===== src/rtl/smi_pkg.sv =====
package smi_pkg;
  localparam int unsigned DATA_W = 32;
  localparam int unsigned ADDR_W = 2;

  localparam int unsigned B_ARB  = 0;
  localparam int unsigned B_NACK = 1;
  localparam int unsigned B_ACK  = 2;
  localparam int unsigned B_STOP = 4;
  localparam int unsigned B_BERR = 8;
  localparam int unsigned B_SPI  = 9;

  localparam logic [DATA_W-1:0] IMPL_MASK =
    (DATA_W'(1) << B_ARB)  | (DATA_W'(1) << B_NACK) |
    (DATA_W'(1) << B_ACK)  | (DATA_W'(1) << B_STOP) |
    (DATA_W'(1) << B_BERR) | (DATA_W'(1) << B_SPI);

  typedef enum logic [ADDR_W-1:0] {
    A_CAUSE  = 2'd0,
    A_MASK   = 2'd1,
    A_MASKED = 2'd2,
    A_NONE   = 2'd3
  } smi_addr_e;

  function automatic logic f_arb_mismatch(logic chk, logic drv, logic smp);
    return chk & (drv ^ smp);
  endfunction

  function automatic logic f_bus_err(logic st, logic sp, logic expct);
    return (st | sp) & ~expct;
  endfunction

  function automatic logic f_spi_ready(logic fifo_e, logic shf_e, logic ss_off);
    return fifo_e & shf_e & ss_off;
  endfunction

  function automatic logic f_bit_next(logic cur, logic set, logic clr, logic wipe);
    return wipe ? 1'b0 : ((cur & ~clr) | set);
  endfunction
endpackage


===== src/rtl/smi_i2c_detect.sv =====
module smi_i2c_detect
  import smi_pkg::*;
(
  input  logic sda_chk,
  input  logic sda_drv,
  input  logic sda_smp,
  input  logic start_det,
  input  logic stop_det,
  input  logic cond_exp,
  output logic arb_evt,
  output logic berr_evt
);
  assign arb_evt  = f_arb_mismatch(sda_chk, sda_drv, sda_smp);
  assign berr_evt = f_bus_err(start_det, stop_det, cond_exp);
endmodule


===== src/rtl/smi_spi_done.sv =====
module smi_spi_done
  import smi_pkg::*;
(
  input  logic clk,
  input  logic rst_n,
  input  logic txf_empty,
  input  logic shf_empty,
  input  logic ss_idle,
  output logic done_evt
);
  logic ready_now;
  logic ready_q;

  assign ready_now = f_spi_ready(txf_empty, shf_empty, ss_idle);

  always_ff @(posedge clk or negedge rst_n) begin
    if (!rst_n) ready_q <= 1'b0;
    else        ready_q <= ready_now;
  end

  assign done_evt = ready_now & ~ready_q;
endmodule


===== src/rtl/smi_cause_bank.sv =====
module smi_cause_bank
  import smi_pkg::*;
#(
  parameter int unsigned WIDTH = DATA_W,
  parameter logic [WIDTH-1:0] LIVE = IMPL_MASK
) (
  input  logic             clk,
  input  logic             rst_n,
  input  logic             wipe,
  input  logic [WIDTH-1:0] set_vec,
  input  logic [WIDTH-1:0] clr_vec,
  output logic [WIDTH-1:0] cause_q
);
  for (genvar i = 0; i < WIDTH; i++) begin : g_bit
    if (LIVE[i]) begin : g_live
      always_ff @(posedge clk or negedge rst_n) begin
        if (!rst_n) cause_q[i] <= 1'b0;
        else        cause_q[i] <= f_bit_next(cause_q[i], set_vec[i], clr_vec[i], wipe);
      end
    end else begin : g_dead
      logic unused_in;
      assign unused_in  = set_vec[i] ^ clr_vec[i];
      assign cause_q[i] = unused_in & 1'b0;
    end
  end
endmodule


===== src/rtl/smi_cause_reg.sv =====
module smi_cause_reg
  import smi_pkg::*;
(
  input  logic              clk,
  input  logic              rst_n,
  input  logic              enable,
  input  logic              wake,
  input  logic              nack_evt,
  input  logic              ack_evt,
  input  logic              stop_evt,
  input  logic              sda_chk,
  input  logic              sda_drv,
  input  logic              sda_smp,
  input  logic              start_det,
  input  logic              stop_det,
  input  logic              cond_exp,
  input  logic              txf_empty,
  input  logic              shf_empty,
  input  logic              ss_idle,
  input  logic              reg_wr,
  input  logic [ADDR_W-1:0] reg_addr,
  input  logic [DATA_W-1:0] reg_wdata,
  output logic [DATA_W-1:0] reg_rdata,
  output logic              irq
);
  logic              arb_evt;
  logic              berr_evt;
  logic              spi_evt;
  logic              wipe;
  logic [DATA_W-1:0] set_vec;
  logic [DATA_W-1:0] clr_vec;
  logic [DATA_W-1:0] cause_q;
  logic [DATA_W-1:0] mask_q;
  logic [DATA_W-1:0] masked;

  smi_i2c_detect u_i2c (
    .sda_chk  (sda_chk),
    .sda_drv  (sda_drv),
    .sda_smp  (sda_smp),
    .start_det(start_det),
    .stop_det (stop_det),
    .cond_exp (cond_exp),
    .arb_evt  (arb_evt),
    .berr_evt (berr_evt)
  );

  smi_spi_done u_spi (
    .clk      (clk),
    .rst_n    (rst_n),
    .txf_empty(txf_empty),
    .shf_empty(shf_empty),
    .ss_idle  (ss_idle),
    .done_evt (spi_evt)
  );

  always_comb begin
    set_vec         = '0;
    set_vec[B_ARB]  = arb_evt;
    set_vec[B_NACK] = nack_evt;
    set_vec[B_ACK]  = ack_evt;
    set_vec[B_STOP] = stop_evt;
    set_vec[B_BERR] = berr_evt;
    set_vec[B_SPI]  = spi_evt;
  end

  assign clr_vec = (reg_wr && reg_addr == A_CAUSE) ? reg_wdata : '0;
  assign wipe    = ~enable | wake;

  smi_cause_bank #(.WIDTH(DATA_W), .LIVE(IMPL_MASK)) u_bank (
    .clk    (clk),
    .rst_n  (rst_n),
    .wipe   (wipe),
    .set_vec(set_vec),
    .clr_vec(clr_vec),
    .cause_q(cause_q)
  );

  always_ff @(posedge clk or negedge rst_n) begin
    if (!rst_n)                          mask_q <= '0;
    else if (reg_wr && reg_addr == A_MASK) mask_q <= reg_wdata;
  end

  assign masked = cause_q & mask_q;
  assign irq    = |masked;

  always_comb begin
    unique case (reg_addr)
      A_CAUSE:  reg_rdata = cause_q;
      A_MASK:   reg_rdata = mask_q;
      A_MASKED: reg_rdata = masked;
      default:  reg_rdata = '0;
    endcase
  end
endmodule


===== config.mk =====
export PLATFORM = sky130hd
export DESIGN_NAME = smi_cause_reg
export DESIGN_NICKNAME = d
export VERILOG_FILES = /design/src/rtl/smi_pkg.sv /design/src/rtl/smi_i2c_detect.sv /design/src/rtl/smi_spi_done.sv /design/src/rtl/smi_cause_bank.sv /design/src/rtl/smi_cause_reg.sv
export SDC_FILE = /design/constraint.sdc
export NUM_CORES = 1
export LEC_CHECK = 0
export CAP_MARGIN = 5
export CORE_MARGIN = 3
export CORE_UTILIZATION = 67
export DETAILED_ROUTE_END_ITERATION = 6
export DONT_BUFFER_PORTS = 1
export GPL_ROUTABILITY_DRIVEN = 0
export HOLD_SLACK_MARGIN = 0.08
export PLACE_DENSITY_LB_ADDON = 0.1
export SLEW_MARGIN = 15
export SYNTH_ARGS = -nofsm -noshare
export SYNTH_HDL_FRONTEND = slang
export SYNTH_SLANG_ARGS = --single-unit

===== constraint.sdc =====
create_clock -name clk -period 2.6 [get_ports clk]
set_input_delay 0.52 -clock clk [delete_from_list [all_inputs] [get_ports clk]]
set_output_delay 0.52 -clock clk [all_outputs]
set_load 0.005 [all_outputs]

==> flow_summary_export.csv, run 1 <==
group,metric,value,unit
status,status,"finished, final reports clean",
timing,fin_crit_sh,0.6421,
final_layout,drive_gt1_frac,0.2727,
final_layout,fin_nets,205,
clocking,clockRootBuffer,"clkbuf_4",
floorplan,die_w,60.77,um
timing,fmax,599.0,MHz
setup_path,r2r-end,"u_bank.cause_q[1]",
clocking,cts_tree,"yes",
setup_path,crit_buf_inv,0,
setup_path,cpPeakStageDelay,0.41,ns
clocking,clkTransAtPathRegs,0.11,ns
setup_path,crit_chain,"and2b_2 > and2_1",
place,hpwl,2777,um
global_routing,grt_max_degree,40,
timing,clock_skew,0.0003986,ns
yosys,ys_seq_area_frac,0.4857,
floorplan,die_area,3692,um^2
clocking,clockBufferDepth,2,
global_routing,grt_pass1_vias,1219,
yosys,netlist_area,2009,um^2
global_routing,grt_pass1_wl,5961,um
place,dpl.cell_count,176,
power_and_ir_drop,ir_drop,419.2,uV
final_layout,postLayoutCellArea,2092,um^2
timing,finalHoldViolations,0,
yosys,ys_types,25,
setup_path,worstPathMaxFanout,26,
place,place_area,1987,um^2
routing,dr.pass1.iters,4,
timing,rsz0062_at_grt,"no",
job,cap_violations,0,
routing,antenna_left,0,
setup_path,worstPathArrival,1.15,ns
setup_path,end_kind,"primary output",
global_routing,grt_antenna_before_repair,0,
setup_path,cp.required,2.08,ns
global_routing,grt_usage,0.2259,
timing,finalSetupTns,0,ns
clocking,clk_latency,0.33,ns
yosys,yosys_warnings,0,
clocking,numCtsBuffers,5,
global_routing,overflow,0,
routing,vias,1190,
timing,drv_slew,0,
floorplan,fp.coreArea,2805,um^2
timing,slew_headroom,0.5798,
floorplan,start_util,0.7163,
floorplan,fp.dieH,60.77,um
routing,routedWlPerCell,21.01,um
setup_path,setup.worst_path.start,"reg_addr[1]",
setup_path,worstReg2RegStart,"u_bank.cause_q[1]",
hold_path,holdPathStages,1,
routing,first_iter_violations,73,
power_and_ir_drop,powerDensity,671.6,nW/um^2
floorplan,io_pins,84,
yosys,syn-num-nets,204,
timing,min_period,1.670,ns
power_and_ir_drop,power_leakage,1.023,nW
final_layout,antennaDiodeCount,0,
clocking,cts.sinks,39,
setup_path,worst_path_max_delay_cell,"and2b_2",
yosys,syn_area_per_cell,13.13,um^2
final_layout,syn_to_final_growth,4.110,%
setup_path,rr_worst_depth,2,
routing,drt-total-wl,3886,um
place,place_ws,0.9036,ns
timing,worstMarginPinSlew,0.6303,ns
yosys,synth_seq_cells,39,
hold_path,hp-start,"reg_wdata[2]",
setup_path,r2r_slack,1.76,ns
setup_path,critPathKind,"in2out",
clocking,cts_max_level,2,
hold_path,hold_end,"u_bank.cause_q[2]",
yosys,netlist_instances,153,
setup_path,crit_path_start_kind,"primary input",
timing,worst_slack,0.9305,ns
place,io_buffers,0,
timing,setup_viol,0,
hold_path,hold_class,"in2reg",
final_layout,stdcell_count,185,
setup_path,critPathTopFamily,"simple AND/OR/NAND/NOR gates",
floorplan,row_count,19,
routing,post-route-drc-count,0,
routing,vias_per_cell,6.432,
## worst max path at each step
stage,cells after the start,end,slack [ns]
3_3_place_gp,2,reg_rdata[14],0.93
3_5_place_dp,2,reg_rdata[14],0.90
4_1_cts,2,reg_rdata[14],0.90
6_report,2,reg_rdata[14],0.93
2_1_floorplan,4,reg_rdata[10],0.87
5_1_grt,2,irq,0.86
## routing by layer
metal	vias up	track usage	routed length, um
met5	-	0	0
met1	583	0.2741	1473
li1	543	-	-
met3	2	0.09362	350
met2	62	0.3725	2044
met4	0	0.06192	19
## cells by family (layout without fill, tap and decap cells)
logic type / after synthesis / count (layout) / synth area share
AND/OR/NAND/NOR: 48 / 48 / 0.1526
multiplexers: 38 / 38 / 0.2653
flip-flops: 39 / 39 / 0.4857
buffers and inverters: 13 / 14 / 0.03985
XOR/XNOR: 1 / 1 / 0.004359
AO/OA/AOI/OAI: 14 / 14 / 0.05231
## cell usage after synthesis
cell,count,area [um^2]
a22oi_1,2,15.01
a311oi_1,3,26.28
and2_1,26,162.7
and2b_2,1,8.760
buf_2,1,5.000
buf_4,2,15.01
buf_6,3,33.78
clkbuf_1,2,7.510
dfrtp_1,39,975.9
inv_1,5,18.77
mux2_2,2,22.52
mux2_4,30,450.4
mux2i_1,6,60.06
nand2_1,6,22.52
nand2b_1,1,6.260
nand3_1,1,5.000
nand3b_1,3,22.52
nand3b_4,1,20.02
nand4_1,1,6.260
nor2_1,4,15.01
nor3b_1,1,7.510
nor4bb_1,3,30.03
o22ai_1,6,37.54
o32ai_1,3,26.28
xnor2_1,1,8.760
## placed cells by master, fill, tap and decap left out, types with 4 or more instances in the layout
cell type	synthesis	layout
o22ai_1	6	6
clkbuf_4	0	5
mux2_4	30	30
and2_1	26	26
nand2_1	6	6
nor2_1	4	4
dfrtp_1	39	39
inv_1	5	5
mux2i_1	6	6
## sequential cells by signal (all words and copies together), names as in the netlist
| name | flops |
|---|---|
| u_spi.ready_q | 1 |
| u_bank.cause_q | 6 |
| mask_q | 32 |
## power by group
group          internal [mW]  switching [mW]
Combinational          0.168          0.0837
Sequential             0.705          0.0627
Clock                  0.197           0.189
Total                   1.07           0.335
## area by class of cell
cell class | instances | area (um^2)
Sequential cell | 39 | 975.9
Multi-Input combinational cell | 101 | 953.4
Fill cell | 207 | 713.2
Tap cell | 31 | 38.79
Clock buffer | 5 | 37.54
Clock inverter | 2 | 37.54
Timing Repair Buffer | 2 | 30.03
Inverter | 5 | 18.77
## what timing repair did
action                    4_1_cts  5_1_grt
hold buffers                    2        0
hold endpoints to repair       39        0
buffers inserted                0        0
gates resized for setup         0        0
## per-stage QoR
step | utilization | power [mW] | hold slack, ns
after CTS | 0.7458 | 1.417 | 0.2528
after detailed placement | 0.7083 | 1.016 | 0.2252
after floorplan | - | 0.9808 | 0.2244
final | 0.7458 | 1.405 | 0.2740
after global routing | 0.7458 | 1.483 | 0.2493
after global placement | 0.7083 | 0.9987 | 0.2252
Note: power is estimated with default switching activity, not from simulation.
==> run 2, diff against run 1 <==
--- a/config.mk
+++ b/config.mk
@@ -7,7 +7,7 @@
 export LEC_CHECK = 0
 export CAP_MARGIN = 5
 export CORE_MARGIN = 3
-export CORE_UTILIZATION = 67
+export CORE_UTILIZATION = 62
 export DETAILED_ROUTE_END_ITERATION = 6
 export DONT_BUFFER_PORTS = 1
 export GPL_ROUTABILITY_DRIVEN = 0
==> constraint.sdc (replaced) <==
create_clock -name clk -period 1.7 [get_ports clk]
set_input_delay 0.34 -clock clk [delete_from_list [all_inputs] [get_ports clk]]
set_output_delay 0.34 -clock clk [all_outputs]
set_load 0.005 [all_outputs]
==> run 2 against run 1 <==
  * Critical path depth unchanged
  * Largest power group unchanged
  * Setup slack got worse by 0.74 ns
  * Sequential power increased by 53%
  * Non-clock buffer count is 6 higher
  * Largest cell class unchanged
  * Critical endpoint is now irq
==> flow_summary_export.csv, run 2 (same netlist as run 1, synthesis figures left out) <==
group,metric,value,unit
floorplan,fp.dieH,62.93,um
timing,finalSetupTns,0,ns
routing,post-route-drc-count,0,
setup_path,worst_path_max_delay_cell,"dfrtp_1",
floorplan,io_pins,84,
clocking,cts.sinks,39,
final_layout,top_register,"mask_q",
final_layout,reg_top3,"mask_q: 32 flops, u_bank.cause_q: 6 flops, u_spi.ready_q: 1 flops",
job,cap_violations,0,
clocking,postCtsSetupBuffers,0,
global_routing,grt_antenna_before_repair,0,
power_and_ir_drop,ir_drop,551.3,uV
timing,setup_viol,0,
timing,fmax,663.2,MHz
setup_path,rr_worst_depth,2,
global_routing,overflow,0,
setup_path,cpPeakStageDelay,0.43,ns
power_and_ir_drop,power_leakage,1.042,nW
routing,antenna_left,0,
hold_path,hold_end,"u_bank.cause_q[2]",
clocking,cts_tree,"yes",
clocking,numCtsBuffers,5,
final_layout,layout_common_cells,"dfrtp_1 (39), mux2_4 (30), and2_1 (26)",
timing,rsz0062_at_grt,"no",
routing,routedWlPerCell,19.09,um
final_layout,fin_nets,211,
routing,vias,1212,
timing,worstMarginPinSlew,0.4022,ns
place,io_buffers,0,
clocking,clockBufferDepth,2,
floorplan,start_util,0.6528,
routing,drt-total-wl,3876,um
setup_path,crit_buf_inv,0,
timing,min_period,1.508,ns
clocking,ctsHoldBuffers,4,
hold_path,hp-start,"ack_evt",
setup_path,r2r_slack,0.90,ns
timing,drv_slew,0,
global_routing,grt_pass1_vias,1275,
timing,worst_slack,0.1921,ns
final_layout,antennaDiodeCount,0,
clocking,cts_max_level,2,
power_and_ir_drop,powerDensity,928.0,nW/um^2
floorplan,die_w,62.93,um
setup_path,r2r-end,"u_bank.cause_q[1]",
hold_path,holdPathStages,2,
clocking,clk_latency,0.34,ns
clocking,clockRootBuffer,"clkbuf_4",
setup_path,worstReg2RegStart,"u_bank.cause_q[1]",
setup_path,worstPathArrival,1.17,ns
timing,slew_headroom,0.7313,
setup_path,worstPathMaxFanout,4,
final_layout,num-fill-cells,225,
timing,fin_crit_sh,0.8870,
status,status,"finished, final reports clean",
place,place_ws,0.3689,ns
final_layout,drive_gt1_frac,0.2642,
clocking,cts_resized,0,
setup_path,crit_path_start_kind,"flop",
timing,finalHoldViolations,0,
global_routing,grt_pass1_wl,6279,um
setup_path,crit_chain,"a22oi_1 > nand4_1",
place,hpwl,2735,um
floorplan,row_count,20,
setup_path,critPathTopFamily,"flip-flops",
setup_path,cp.required,1.36,ns
floorplan,fp.coreArea,3078,um^2
global_routing,grt_usage,0.2071,
setup_path,end_kind,"primary output",
timing,clock_skew,0.00002279,ns
global_routing,grt_max_degree,40,
routing,dr.pass1.iters,4,
floorplan,die_area,3960,um^2
final_layout,syn_to_final_growth,6.600,%
final_layout,final_common_cell,"dfrtp_1",
setup_path,critPathKind,"reg2out",
hold_path,hold_class,"in2reg",
clocking,clkTransAtPathRegs,0.10,ns
final_layout,largest_register_ffs,32,
routing,first_iter_violations,85,
routing,vias_per_cell,5.970,
-- run 2: cell types whose count changed in the layout (fill, tap and decap cells not counted) --
cell,previous run,this run
clkbuf_1,0,1
buf_4,0,1
buf_12,1,2
clkinvlp_4,1,0
dlygate4sd3_1,1,5
bufinv_16,1,0
-- run 2: metal layers --
metal	track usage	part of all wire	routed length (um)
met5	0	0	0
met4	0.06612	0.012	47
met3	0.09712	0.083	322
met2	0.3333	0.50	1936
met1	0.2444	0.40	1569
-- run 2: power by group --
part,leakage (nW),switching (mW),total (mW),internal (mW)
registers,0.473,0.0927,1.17,1.08
logic,0.544,0.130,0.395,0.265
clock network,0.0242,0.275,0.422,0.147
total,1.04,0.497,1.99,1.49
-- run 2: how the worst max path moves through the flow --
stage,start,to,slack [ns],cells after the start
final,u_bank.cause_q[9],irq,0.19,2
after global routing,u_bank.cause_q[9],irq,0.12,2
after CTS,u_bank.cause_q[9],irq,0.19,2
after detailed placement,reg_addr[1],reg_rdata[15],0.37,2
after global placement,reg_addr[1],reg_rdata[28],0.39,2
after floorplan,reg_addr[0],reg_rdata[10],0.33,4
-- run 2: worst reg2reg max path: cells and delay by family, from the launching register on --
kind	cells	cell delay (ns)
flip-flops	1	0.40
AO/OA/AOI/OAI	1	0.25
AND/OR/NAND/NOR	1	0.07
-- run 2: cell type report --
class                   instances  area, um^2  area share
multi-input cells             101       953.4      0.4451
clock buffers                   6       41.29     0.01928
flip-flops and latches         39       975.9      0.4556
inverters                       5       18.77    0.008762
well taps                      44       55.05     0.02570
repair buffers                  8       97.59     0.04556
-- run 2: metrics by stage --
stage          hold slack [ns]  total power [mW]    util  instances  instance area, um^2
2_1_floorplan          0.04441             1.500       -        153                 2009
3_3_place_gp           0.04539             1.534  0.6598        191                 2031
3_5_place_dp           0.04534             1.553  0.6598        191                 2031
4_1_cts                0.08260             2.008  0.6894        201                 2122
5_1_grt                0.09843             2.103  0.6959        203                 2142
6_report                0.1310             1.988  0.6959        203                 2142
==> run 3, diff against run 2 <==
--- a/config.mk
+++ b/config.mk
@@ -7,12 +7,13 @@
 export LEC_CHECK = 0
 export CAP_MARGIN = 5
 export CORE_MARGIN = 3
-export CORE_UTILIZATION = 62
+export CORE_UTILIZATION = 26
 export DETAILED_ROUTE_END_ITERATION = 6
 export DONT_BUFFER_PORTS = 1
 export GPL_ROUTABILITY_DRIVEN = 0
 export HOLD_SLACK_MARGIN = 0.08
 export PLACE_DENSITY_LB_ADDON = 0.1
+export SKIP_CTS_REPAIR_TIMING = 1
 export SLEW_MARGIN = 15
 export SYNTH_ARGS = -nofsm -noshare
 export SYNTH_HDL_FRONTEND = slang
==> run 3 against run 2 <==
  * Sequential cell count stayed put
  * First-iteration DRC count is 74% lower
  * Maximum frequency grew 5.5%
  * Via count decreased by 1.6%
  * Final cell count grew 26%
  * Sequential share of layout area shrank 1.4 points
  * Critical path depth did not move
  * Die area is 120% higher
  * Non-clock buffer count down 4
  * Wire length grew 12%
  * Critical endpoint unchanged
==> flow_summary_export.csv, run 3 (same netlist as run 1, synthesis figures left out) <==
group,metric,value,unit
power_and_ir_drop,p_seq_frac,0.535,
routing,antenna_left,0,
hold_path,holdPathStages,1,
final_layout,syn_to_final_growth,10.09,%
global_routing,overflow,0,
power_and_ir_drop,p_sw,533.9,uW
clocking,clockBufferDepth,2,
global_routing,grt_antenna_before_repair,0,
timing,finalSetupTns,0,ns
power_and_ir_drop,p_comb_frac,0.177,
power_and_ir_drop,power_leakage,1.045,nW
hold_path,hold_end,"u_bank.cause_q[2]",
clocking,clkTransAtPathRegs,0.07,ns
setup_path,worstReg2RegStart,"mask_q[9]",
clocking,cts_max_level,2,
place,io_buffers,0,
clocking,clockRootBuffer,"clkbuf_8",
global_routing,grt_usage,0.1025,
routing,first_iter_violations,22,
routing,post-route-drc-count,0,
routing,dr.pass1.iters,3,
final_layout,fin_nets,207,
power_and_ir_drop,ir_drop,329.6,uV
hold_path,hp-start,"reg_wdata[2]",
setup_path,crit_buf_inv,0,
setup_path,rr_worst_depth,1,
floorplan,fp.dieH,93.91,um
routing,vias_per_cell,4.678,
timing,worstMarginPinSlew,0.4034,ns
clocking,cts_tree,"yes",
timing,fmax,699.7,MHz
final_layout,drive_gt1_frac,0.2821,
global_routing,grt_max_degree,40,
final_layout,final_common_cell,"dfrtp_1",
setup_path,crit_path_start_kind,"flop",
floorplan,die_w,93.91,um
final_layout,layout_common_cells,"dfrtp_1 (39), mux2_4 (30), and2_1 (26)",
setup_path,r2r-end,"mask_q[9]",
status,status,"finished, final reports clean",
setup_path,crit_chain,"a22oi_1 > nand4_1",
final_layout,reg_top3,"mask_q: 32 flops, u_bank.cause_q: 6 flops, u_spi.ready_q: 1 flops",
timing,slew_headroom,0.7305,
timing,clock_skew,0.0001486,ns
floorplan,die_area,8819,um^2
place,hpwl,3125,um
timing,rsz0062_at_grt,"no",
floorplan,row_count,31,
floorplan,start_util,0.2727,
power_and_ir_drop,powerDensity,990.1,nW/um^2
hold_path,hold_class,"in2reg",
setup_path,end_kind,"primary output",
timing,min_period,1.429,ns
setup_path,worstPathMaxFanout,4,
clocking,numCtsBuffers,5,
job,cap_violations,0,
floorplan,fp.coreArea,7370,um^2
setup_path,cpPeakStageDelay,0.41,ns
setup_path,worstPathArrival,1.09,ns
final_layout,largest_register_ffs,32,
power_and_ir_drop,power.total,2.190,mW
setup_path,critPathKind,"reg2out",
global_routing,grt_pass1_vias,1296,
place,place_ws,0.3188,ns
routing,vias,1193,
floorplan,io_pins,84,
clocking,cts.sinks,39,
clocking,clk_latency,0.28,ns
final_layout,antennaDiodeCount,0,
timing,worst_slack,0.2709,ns
power_and_ir_drop,internal_power,1.656,mW
timing,fin_crit_sh,0.8406,
timing,drv_slew,0,
final_layout,top_register,"mask_q",
setup_path,critPathTopFamily,"flip-flops",
power_and_ir_drop,p_sw_frac,0.2438,
timing,setup_viol,0,
global_routing,grt_pass1_wl,6886,um
setup_path,r2r_slack,0.90,ns
power_and_ir_drop,p_clk_frac,0.288,
timing,finalHoldViolations,0,
setup_path,cp.required,1.36,ns
final_layout,post-route-util,0.3002,
routing,routedWlPerCell,17.09,um
routing,drt-total-wl,4357,um
setup_path,worst_path_max_delay_cell,"dfrtp_1",
-- run 3: per-stage QoR --
stage               hold WS [ns]  std cells  cell area, um^2
global placement         0.04561        246             2087
global route              0.1320        255             2212
detailed placement       0.04563        246             2087
CTS                      -0.2737        253             2175
finish                    0.1516        255             2212
floorplan                0.04441        153             2009
-- run 3: layout make-up --
| type | instances | area (um^2) |
|---|---|---|
| fill | 756 | 5157 |
| sequential | 39 | 975.9 |
| multi-input combinational | 101 | 953.4 |
| tap | 99 | 123.9 |
| clock buffer | 6 | 82.58 |
| timing repair buffer | 4 | 52.55 |
| inverter | 5 | 18.77 |
| clock inverter | 1 | 5.005 |
-- run 3: layer usage --
layer | vias to the layer above | GRT usage | part of all wire | routed length (um)
li1 | 544 | - | - | -
met1 | 590 | 0.1271 | 0.43 | 1881
met2 | 53 | 0.1549 | 0.46 | 2004
met3 | 6 | 0.04888 | 0.094 | 408
met4 | 0 | 0.03610 | 0.014 | 63
met5 | - | 0 | 0 | 0
-- run 3: worst max-delay path by stage --
stage / startpoint / endpoint / slack, ns / cells after the start
after detailed placement: reg_addr[1] / reg_rdata[7] / 0.32 / 2
after floorplan: reg_addr[0] / reg_rdata[10] / 0.33 / 4
final: u_bank.cause_q[9] / irq / 0.27 / 2
after global routing: u_bank.cause_q[9] / irq / 0.16 / 2
after CTS: u_bank.cause_q[9] / irq / 0.23 / 2
after global placement: reg_addr[1] / reg_rdata[21] / 0.34 / 2
-- run 3: power groups by stage --
stage / registers (mW) / logic (mW) / clock network, mW
finish: 1.17 / 0.387 / 0.631
global route: 1.20 / 0.424 / 0.720
detailed placement: 1.18 / 0.368 / 0
CTS: 1.17 / 0.366 / 0.671
floorplan: 1.16 / 0.344 / 0
global placement: 1.18 / 0.360 / 0
